`config.mk`:
```
export PLATFORM = sky130hd
export DESIGN_NAME = ipc_sync_pair
export DESIGN_NICKNAME = d
export VERILOG_FILES = /design/src/rtl/ipc_sync_pkg.sv /design/src/rtl/ipc_access_decode.sv /design/src/rtl/ipc_sync_regs.sv /design/src/rtl/ipc_sync_pair.sv
export SDC_FILE = /design/constraint.sdc
export NUM_CORES = 1
export LEC_CHECK = 0
export ABC_AREA = 1
export CORE_MARGIN = 3
export CORE_UTILIZATION = 34
export CTS_CLUSTER_SIZE = 25
export DETAILED_ROUTE_END_ITERATION = 6
export PLACE_DENSITY_LB_ADDON = 0.05
export SETUP_SLACK_MARGIN = 0.2
export SLEW_MARGIN = 25
export SYNTH_ARGS = -nofsm -noshare
export SYNTH_HDL_FRONTEND = slang
export SYNTH_HIERARCHICAL = 1
export SYNTH_SLANG_ARGS = --single-unit
```
`constraint.sdc`:
```
create_clock -name clk -period 1.26 [get_ports clk]
set_clock_uncertainty 0.2 [all_clocks]
set_input_delay 0.126 -clock clk [delete_from_list [all_inputs] [get_ports clk]]
set_output_delay 0.126 -clock clk [all_outputs]
set_load 0.05 [all_outputs]
```
`src/rtl/ipc_sync_pkg.sv`:
```
package ipc_sync_pkg;
  typedef logic [15:0] sync_word_t;

  localparam sync_word_t OWN_TAKE  = 16'h4F00;
  localparam sync_word_t OWN_KEEP  = 16'hB0FF & ~16'h2000;
  localparam sync_word_t PEER_KEEP = 16'hFFF0;

  localparam int TRIG_BIT = 13;
  localparam int IEN_BIT  = 14;
  localparam int OUT_LSB  = 8;
  localparam int NIB_W    = 4;

  localparam logic [1:0] SIZE_HALF = 2'b01;
  localparam int NUM_SIDES = 2;
endpackage

```
`src/rtl/ipc_access_decode.sv`:
```
module ipc_access_decode #(
  parameter int          ADDR_W     = 12,
  parameter logic [ADDR_W-1:0] REG_OFFSET = 'h180
) (
  input  logic              req,
  input  logic              we,
  input  logic [1:0]        size,
  input  logic [ADDR_W-1:0] addr,
  output logic              wr_hit,
  output logic              rd_hit,
  output logic              wr_odd
);
  import ipc_sync_pkg::*;

  logic at_reg;
  logic is_half;

  always_comb begin
    at_reg  = (addr == REG_OFFSET);
    is_half = (size == SIZE_HALF);
    wr_hit  = req & we & at_reg & is_half;
    rd_hit  = req & ~we & at_reg & is_half;
    wr_odd  = req & we & at_reg & ~is_half;
  end
endmodule

```
`src/rtl/ipc_sync_regs.sv`:
```
module ipc_sync_regs (
  input  logic                                clk,
  input  logic                                rst_n,
  input  logic [ipc_sync_pkg::NUM_SIDES-1:0]  wr_i,
  input  ipc_sync_pkg::sync_word_t            wdata_i [ipc_sync_pkg::NUM_SIDES],
  output ipc_sync_pkg::sync_word_t            regs_q  [ipc_sync_pkg::NUM_SIDES],
  output logic [ipc_sync_pkg::NUM_SIDES-1:0]  irq_q
);
  import ipc_sync_pkg::*;

  sync_word_t              regs_d [NUM_SIDES];
  logic [NUM_SIDES-1:0]    irq_d;
  logic                    regs_en;
  logic                    irq_en;

  // next state: own field first, then the partner's nibble (disjoint bits)
  always_comb begin
    for (int s = 0; s < NUM_SIDES; s++) begin
      regs_d[s] = regs_q[s];
      if (wr_i[s])
        regs_d[s] = (regs_d[s] & OWN_KEEP) | (wdata_i[s] & OWN_TAKE);
      if (wr_i[NUM_SIDES-1-s])
        regs_d[s] = (regs_d[s] & PEER_KEEP) |
                    {12'h000, wdata_i[NUM_SIDES-1-s][OUT_LSB +: NIB_W]};
      irq_d[s] = wr_i[NUM_SIDES-1-s] & wdata_i[NUM_SIDES-1-s][TRIG_BIT] &
                 regs_q[s][IEN_BIT];
    end
    regs_en = |wr_i;
    irq_en  = (|irq_d) | (|irq_q);
  end

  always_ff @(posedge clk or negedge rst_n) begin
    if (!rst_n) begin
      for (int s = 0; s < NUM_SIDES; s++) regs_q[s] <= '0;
    end else if (regs_en) begin
      for (int s = 0; s < NUM_SIDES; s++) regs_q[s] <= regs_d[s];
    end
  end

  always_ff @(posedge clk or negedge rst_n) begin
    if (!rst_n)      irq_q <= '0;
    else if (irq_en) irq_q <= irq_d;
  end

  for (genvar g = 0; g < NUM_SIDES; g++) begin : g_chk
    localparam int P = NUM_SIDES - 1 - g;

    AST_PEER_NIBBLE: assert property (@(posedge clk) disable iff (!rst_n)
      wr_i[g] |=> regs_q[P][3:0] == $past(wdata_i[g][11:8]));
    AST_OWN_FIELDS: assert property (@(posedge clk) disable iff (!rst_n)
      wr_i[g] |=> (regs_q[g] & OWN_TAKE) == ($past(wdata_i[g]) & OWN_TAKE));
    AST_OWN_LOW_HELD: assert property (@(posedge clk) disable iff (!rst_n)
      (wr_i[g] && !wr_i[P]) |=> regs_q[g][3:0] == $past(regs_q[g][3:0]));
    AST_TRIG_NOT_STORED: assert property (@(posedge clk) disable iff (!rst_n)
      !regs_q[g][TRIG_BIT]);
    AST_IRQ_CAUSE: assert property (@(posedge clk) disable iff (!rst_n)
      irq_q[g] |-> $past(wr_i[P] && wdata_i[P][TRIG_BIT] && regs_q[g][IEN_BIT]));
    AST_IRQ_PULSE: assert property (@(posedge clk) disable iff (!rst_n)
      (irq_q[g] && !wr_i[P]) |=> !irq_q[g]);
  end
endmodule

```
`src/rtl/ipc_sync_pair.sv`:
```
module ipc_sync_pair #(
  parameter int          ADDR_W     = 12,
  parameter logic [ADDR_W-1:0] REG_OFFSET = 'h180
) (
  input  logic              clk,
  input  logic              rst_n,
  input  logic              a_req,
  input  logic              a_we,
  input  logic [1:0]        a_size,
  input  logic [ADDR_W-1:0] a_addr,
  input  logic [15:0]       a_wdata,
  output logic [15:0]       a_rdata,
  output logic              a_irq,
  input  logic              b_req,
  input  logic              b_we,
  input  logic [1:0]        b_size,
  input  logic [ADDR_W-1:0] b_addr,
  input  logic [15:0]       b_wdata,
  output logic [15:0]       b_rdata,
  output logic              b_irq
);
  import ipc_sync_pkg::*;

  logic                 req_v  [NUM_SIDES];
  logic                 we_v   [NUM_SIDES];
  logic [1:0]           size_v [NUM_SIDES];
  logic [ADDR_W-1:0]    addr_v [NUM_SIDES];
  sync_word_t           wdat_v [NUM_SIDES];
  sync_word_t           regs   [NUM_SIDES];
  sync_word_t           rdat_v [NUM_SIDES];
  logic [NUM_SIDES-1:0] wr_hit;
  logic [NUM_SIDES-1:0] rd_hit;
  logic [NUM_SIDES-1:0] wr_odd;
  logic [NUM_SIDES-1:0] irq;

  always_comb begin
    req_v[0] = a_req;  we_v[0] = a_we;  size_v[0] = a_size;
    addr_v[0] = a_addr; wdat_v[0] = a_wdata;
    req_v[1] = b_req;  we_v[1] = b_we;  size_v[1] = b_size;
    addr_v[1] = b_addr; wdat_v[1] = b_wdata;
  end

  for (genvar g = 0; g < NUM_SIDES; g++) begin : g_side
    ipc_access_decode #(
      .ADDR_W    (ADDR_W),
      .REG_OFFSET(REG_OFFSET)
    ) i_dec (
      .req   (req_v[g]),
      .we    (we_v[g]),
      .size  (size_v[g]),
      .addr  (addr_v[g]),
      .wr_hit(wr_hit[g]),
      .rd_hit(rd_hit[g]),
      .wr_odd(wr_odd[g])
    );

    always_comb rdat_v[g] = rd_hit[g] ? regs[g] : '0;
  end

  ipc_sync_regs i_regs (
    .clk    (clk),
    .rst_n  (rst_n),
    .wr_i   (wr_hit),
    .wdata_i(wdat_v),
    .regs_q (regs),
    .irq_q  (irq)
  );

  assign a_rdata = rdat_v[0];
  assign b_rdata = rdat_v[1];
  assign a_irq   = irq[0];
  assign b_irq   = irq[1];

  AST_ODD_SIZE_IGNORED: assert property (@(posedge clk) disable iff (!rst_n)
    ((|wr_odd) && !(|wr_hit)) |=> (regs[0] == $past(regs[0]) &&
                                   regs[1] == $past(regs[1]) && !(|irq)));
  AST_ONE_DIRECTION_RD: assert property (@(posedge clk) disable iff (!rst_n)
    !rd_hit[0] |-> a_rdata == 16'h0000);
endmodule

```
==> run metrics, run 1 <==
Final min period 1.52 ns; full die area 4650 um2; io pins 100; FP Rows 21; final worst slack -0.259 ns; fmax 0.658 GHz; Non-Filler Instances 351; DRT iter0 DRCs 33; Port Buffers 65; deepest clock path buffer count 2; worst reg2reg setup slack 0.35 ns; Worst R2R Start i_regs/regs_q[27]$_DFFE_PN0P_; initial antenna violation count 0; CP arrival 1.19 ns; GR Util met3 1.31%; Final period util 121%; Fin. Hold Viols 0; CP Max Fanout 6; final core occ 82.6%; number of global-route vias before repair 1,431; r2r endpoint i_regs/regs_q[27]$_DFFE_PN0P_; HP Class in2async; Clock Tree Root clkbuf_8; share of layout cells above drive strength 1 62.3%; Worst VDD drop 0.000326 V; DR vias 1,461; met1 Use GR 19.7%; TritonCTS Sinks 20; WL/cell 11.9 um; Synth Warn # 6; H-tree depth 1; Area Growth Syn to Fin 121%; Initial Utilization 37.3%; DP Cell Count 324; number of hold buffers added after CTS 0; first-pass GRT wire length 6380 um; DRC errors left 0; LEAKAGE 1.73 nW; Mapped Cells 203; DIE WIDTH 68.2 um; failing checks setup timing; Setup CP Type in2out; final-report setup violation count 38; Startpoint Class input port; first drt pass iteration count 4; GPL Wtd Cong 0.726; outcome complete, but fails checks; worst r2r path cells 2; Die Y 68.2 um; dpl hpwl 2660 um; gr usage total 18.8%; GRT overflow 0; total core area 3520 um2; PD cells 448 nW/um2; max_cap viols 0; CTS tree built; fin nets 373; Most Used Layer, Global Route met2; Synth Cell Area 1310 um2; antenna cells 0; CP endpoint kind primary output; cts bufs inserted 3; RSZ-0062 raised after global routing yes; count of final max-slew check failures 0; largest net degree at the start of global routing 21; CP required 0.93 ns; met2 Use GR 37.1%; DR vias/cell 4.16; mean post-synth cell area 6.47 um2; final WL 4180 um; Clock transition at path regs 0.07 ns; clk_lat worst skew 0.25 ns; antenna viol nets, final 0
-- cells in the final DEF, fill, tap and decap left out --
cell type and n:
buf_12 22, clkdlybuf4s15_1 2, inv_2 8, nand2_2 28, nor2_4 13, nor2_2 4
nor2_1 7, buf_2 8, buf_4 16, clkdlybuf4s50_1 13, dlygate4sd2_1 3, nand2_1 38
inv_8 1, clkbuf_2 7, buf_8 1, inv_1 18, clkbuf_8 3, clkinvlp_4 20
nand2_4 24, nand3_2 2, inv_6 1, and2_4 2, conb_1 14, dfrtp_1 20
buf_6 30
-- timing repair --
item / 4_1_cts / 5_1_grt
setup buffers: 15 / 5
gates cloned: 4 / 0
pin swaps: 43 / 34
gates resized for setup: 175 / 54
endpoints found under the setup margin: 40 / 40
-- power breakdown --
group | switching [mW] | internal [mW]
Combinational | 0.0955 | 0.158
Clock | 0.196 | 0.212
Sequential | 0.000484 | 0.642
Total | 0.292 | 1.01
-- metal layers --
metal	vias to the layer above	part of all wire (%)
met5	-	0
met4	0	2.0
met3	7	4.8
met2	61	56
met1	652	37
li1	741	-
-- state kept, by name (all words and copies together), names as in the netlist --
| name | flops |
|---|---|
| i_regs/irq_q | 2 |
| i_regs/regs_q | 18 |
-- critical path, stage by stage --
cell and delay, ns:
dlygate4sd2_1 0.25, nor2_2 0.13, nand2_2 0.08, nor2_4 0.17
buf_12 0.17, nand2_4 0.05, clkinvlp_4 0.08, buf_12 0.13
-- how the worst max path moves through the flow --
stage	startpoint	slack [ns]	cells after the start	end
5_1_grt	b_we	-0.30	8	b_rdata[9]
4_1_cts	b_addr[7]	-0.28	11	b_rdata[9]
2_1_floorplan	b_addr[3]	-0.13	9	b_rdata[10]
3_3_place_gp	b_addr[8]	-0.63	11	b_rdata[11]
6_report	b_we	-0.26	8	b_rdata[9]
3_5_place_dp	b_addr[7]	-0.66	11	b_rdata[11]
-- per-stage QoR --
step / area (um2) / total power, mW / TNS (ns) / setup WS [ns] / hold WS (ns)
floorplan: 1490 / 0.721 / -1.15 / -0.130 / -0.370
global placement: 2370 / 0.866 / -19.67 / -0.633 / 0.251
detailed placement: 2370 / 0.868 / -20.28 / -0.661 / 0.261
CTS: 2750 / 1.28 / -6.61 / -0.277 / 0.0168
global route: 2910 / 1.37 / -9.82 / -0.302 / 0.0119
finish: 2910 / 1.30 / -7.81 / -0.259 / 0.00838
-- area by class of cell --
| type | instances | area [um2] |
|---|---|---|
| timing repair buffer | 102 | 1160 |
| multi-input combinational | 132 | 876 |
| fill | 225 | 613 |
| sequential | 20 | 500 |
| inverter | 46 | 253 |
| tap | 46 | 57.6 |
| clock buffer | 3 | 41.3 |
| timing repair inverter | 2 | 15.0 |
Power figures use the tool's default switching activity.
==> inputs of run 2 (changes only) <==
ABC_AREA = not set   (was 1)
==> run 2 against run 1 <==
The flow still finishes with violations (setup timing). Global-route usage down 3.4 points. Die area down 1.3%. Clock-buffer cell count up 1. Clock power up 16%. Worst hold slack better by 0.0066 ns. Sequential cell count unchanged. Register-to-register slack worse by 0.08 ns. Synthesized cell count down 46%. First-iteration DRC count down 58%. Wire length down 17%. Largest cell class unchanged. Highest routed layer is now met3.
==> run metrics, run 2 <==
outcome complete, but fails checks; failing checks setup timing; Multi-input gate area 867 um2; DIE WIDTH 67.7 um; initial antenna violation count 0; LEAKAGE 1.24 nW; antenna viol nets, final 0; Port Buffers 65; Worst VDD drop 0.000333 V; DRT iter0 DRCs 14; GPL Wtd Cong 0.673; Final period util 143%; H-tree depth 1; DP Cell Count 223; Largest Register i_regs/regs_q; number of global-route vias before repair 1,234; final WL 3490 um; antenna cells 0; fin area 2540 um2; deepest clock path buffer count 2; share of layout cells above drive strength 1 68.0%; beginning of the critical path b_addr[11]; Non-Filler Instances 243; CP required 0.93 ns; Setup CP Type in2out; CTS tree built; PD cells 519 nW/um2; DR vias/cell 4.48; CP arrival 1.48 ns; count of final max-slew check failures 0; Startpoint Class input port; io pins 100; fin nets 264; Clock Tree Root clkbuf_8; most common cell after layout, fill and taps aside buf_12; Mapped Cells 109; RSZ-0062 raised after global routing yes; HP Class in2async; GRT overflow 0; Synth Warn # 6; CP Max Fanout 5; max reg flops 18; largest net degree at the start of global routing 21; Worst R2R Start i_regs/regs_q[14]$_DFFE_PN0P_; dpl hpwl 2630 um; register area 500 um2; first-pass GRT wire length 5410 um; Initial Utilization 37.1%; Final min period 1.80 ns; mean post-synth cell area 11.9 um2; clk_lat worst skew 0.25 ns; cts bufs inserted 3; DR vias 1,088; Clock transition at path regs 0.07 ns; total core area 3490 um2; Die Y 67.7 um; FP Rows 21; full die area 4590 um2; gr usage total 15.5%; Synth Cell Area 1290 um2; setup TNS -17.96 ns; DRC errors left 0; commonest cells after routing, fill and taps aside buf_12, dfrtp_1, and2_4, mux2_4, clkdlybuf4s50_1; final worst slack -0.542 ns; Filler Cell Count 259; Fin. Hold Viols 0; Area Growth Syn to Fin 96.0%; placed cell area 2280 um2; TritonCTS Sinks 20; max_cap viols 0; WL/cell 14.4 um; final-report setup violation count 38; CP endpoint kind primary output; first drt pass iteration count 3; Top Registers i_regs/regs_q x18, i_regs/irq_q x2; fmax 0.555 GHz
## run 2: cell type report
type,instances,area share (%)
flip-flops and latches,20,19.7
repair buffers,89,41.7
multi-input cells,84,34.2
clock buffers,4,2.17
well taps,46,2.27
## run 2: worst paths after layout
| path | end | slack [ns] | cells past startpoint |
|---|---|---|---|
| max | b_rdata[0] | -0.54 | 6 |
| min | i_regs/regs_q[17]$_DFFE_PN0P_ | 0.02 | 2 |
| max reg2reg | i_regs/regs_q[14]$_DFFE_PN0P_ | 0.27 | 1 |
| min reg2reg | i_regs/regs_q[8]$_DFFE_PN0P_ | 0.32 | 1 |
| max in group asynchronous | i_regs/regs_q[18]$_DFFE_PN0P_ | 0.64 | 2 |
| min in group clk | i_regs/irq_q[0]$_DFFE_PN0P_ | 0.29 | 2 |
## run 2: timing repair
action | CTS | global route
hold buffers | 0 | 0
resized for setup | 54 | 54
pin swaps | 14 | 12
buffers inserted | 10 | 4
setup endpoints to repair | 40 | 40
gates cloned | 2 | 0
endpoints found under the hold margin | 0 | 0
## run 2: worst max-delay path, stage by stage
cell    delay [ns]
buf_6         0.09
or4b_4        0.56
nor4_4        0.22
buf_4         0.20
and2_4        0.15
buf_12        0.13
## run 2: routing by layer
metal / routed length [um] / GRT usage [%] / vias to the layer above
met3: 320 / 2.83 / 0
met2: 1910 / 30.9 / 61
li1: - / - / 509
met1: 1260 / 16.5 / 518
met4: 0 / 3.04 / 0
met5: 0 / 0 / -
## run 2: metrics by stage
step / setup WS [ns] / total power [mW] / hold WS (ns) / utilization, %
after floorplan: -0.386 / 0.716 / -0.370 / -
after global placement: -0.889 / 0.844 / 0.283 / 65.2
after detailed placement: -0.954 / 0.850 / 0.294 / 65.2
after CTS: -0.721 / 1.31 / 0.0227 / 70.7
after global routing: -0.631 / 1.38 / 0.0390 / 72.6
final: -0.542 / 1.32 / 0.0150 / 72.6
## run 2: power breakdown
part	internal (mW)	switching [mW]
clock network	0.277	0.196
logic	0.126	0.0753
registers	0.642	0.000247
total	1.05	0.272
==> inputs of run 3 (changes only) <==
ABC_AREA = 0   (was not set)
CAP_MARGIN = 20   (was not set)
==> results of run 3 <==
Same layout as run 2: the final DEF is identical, and so are final timing and power.
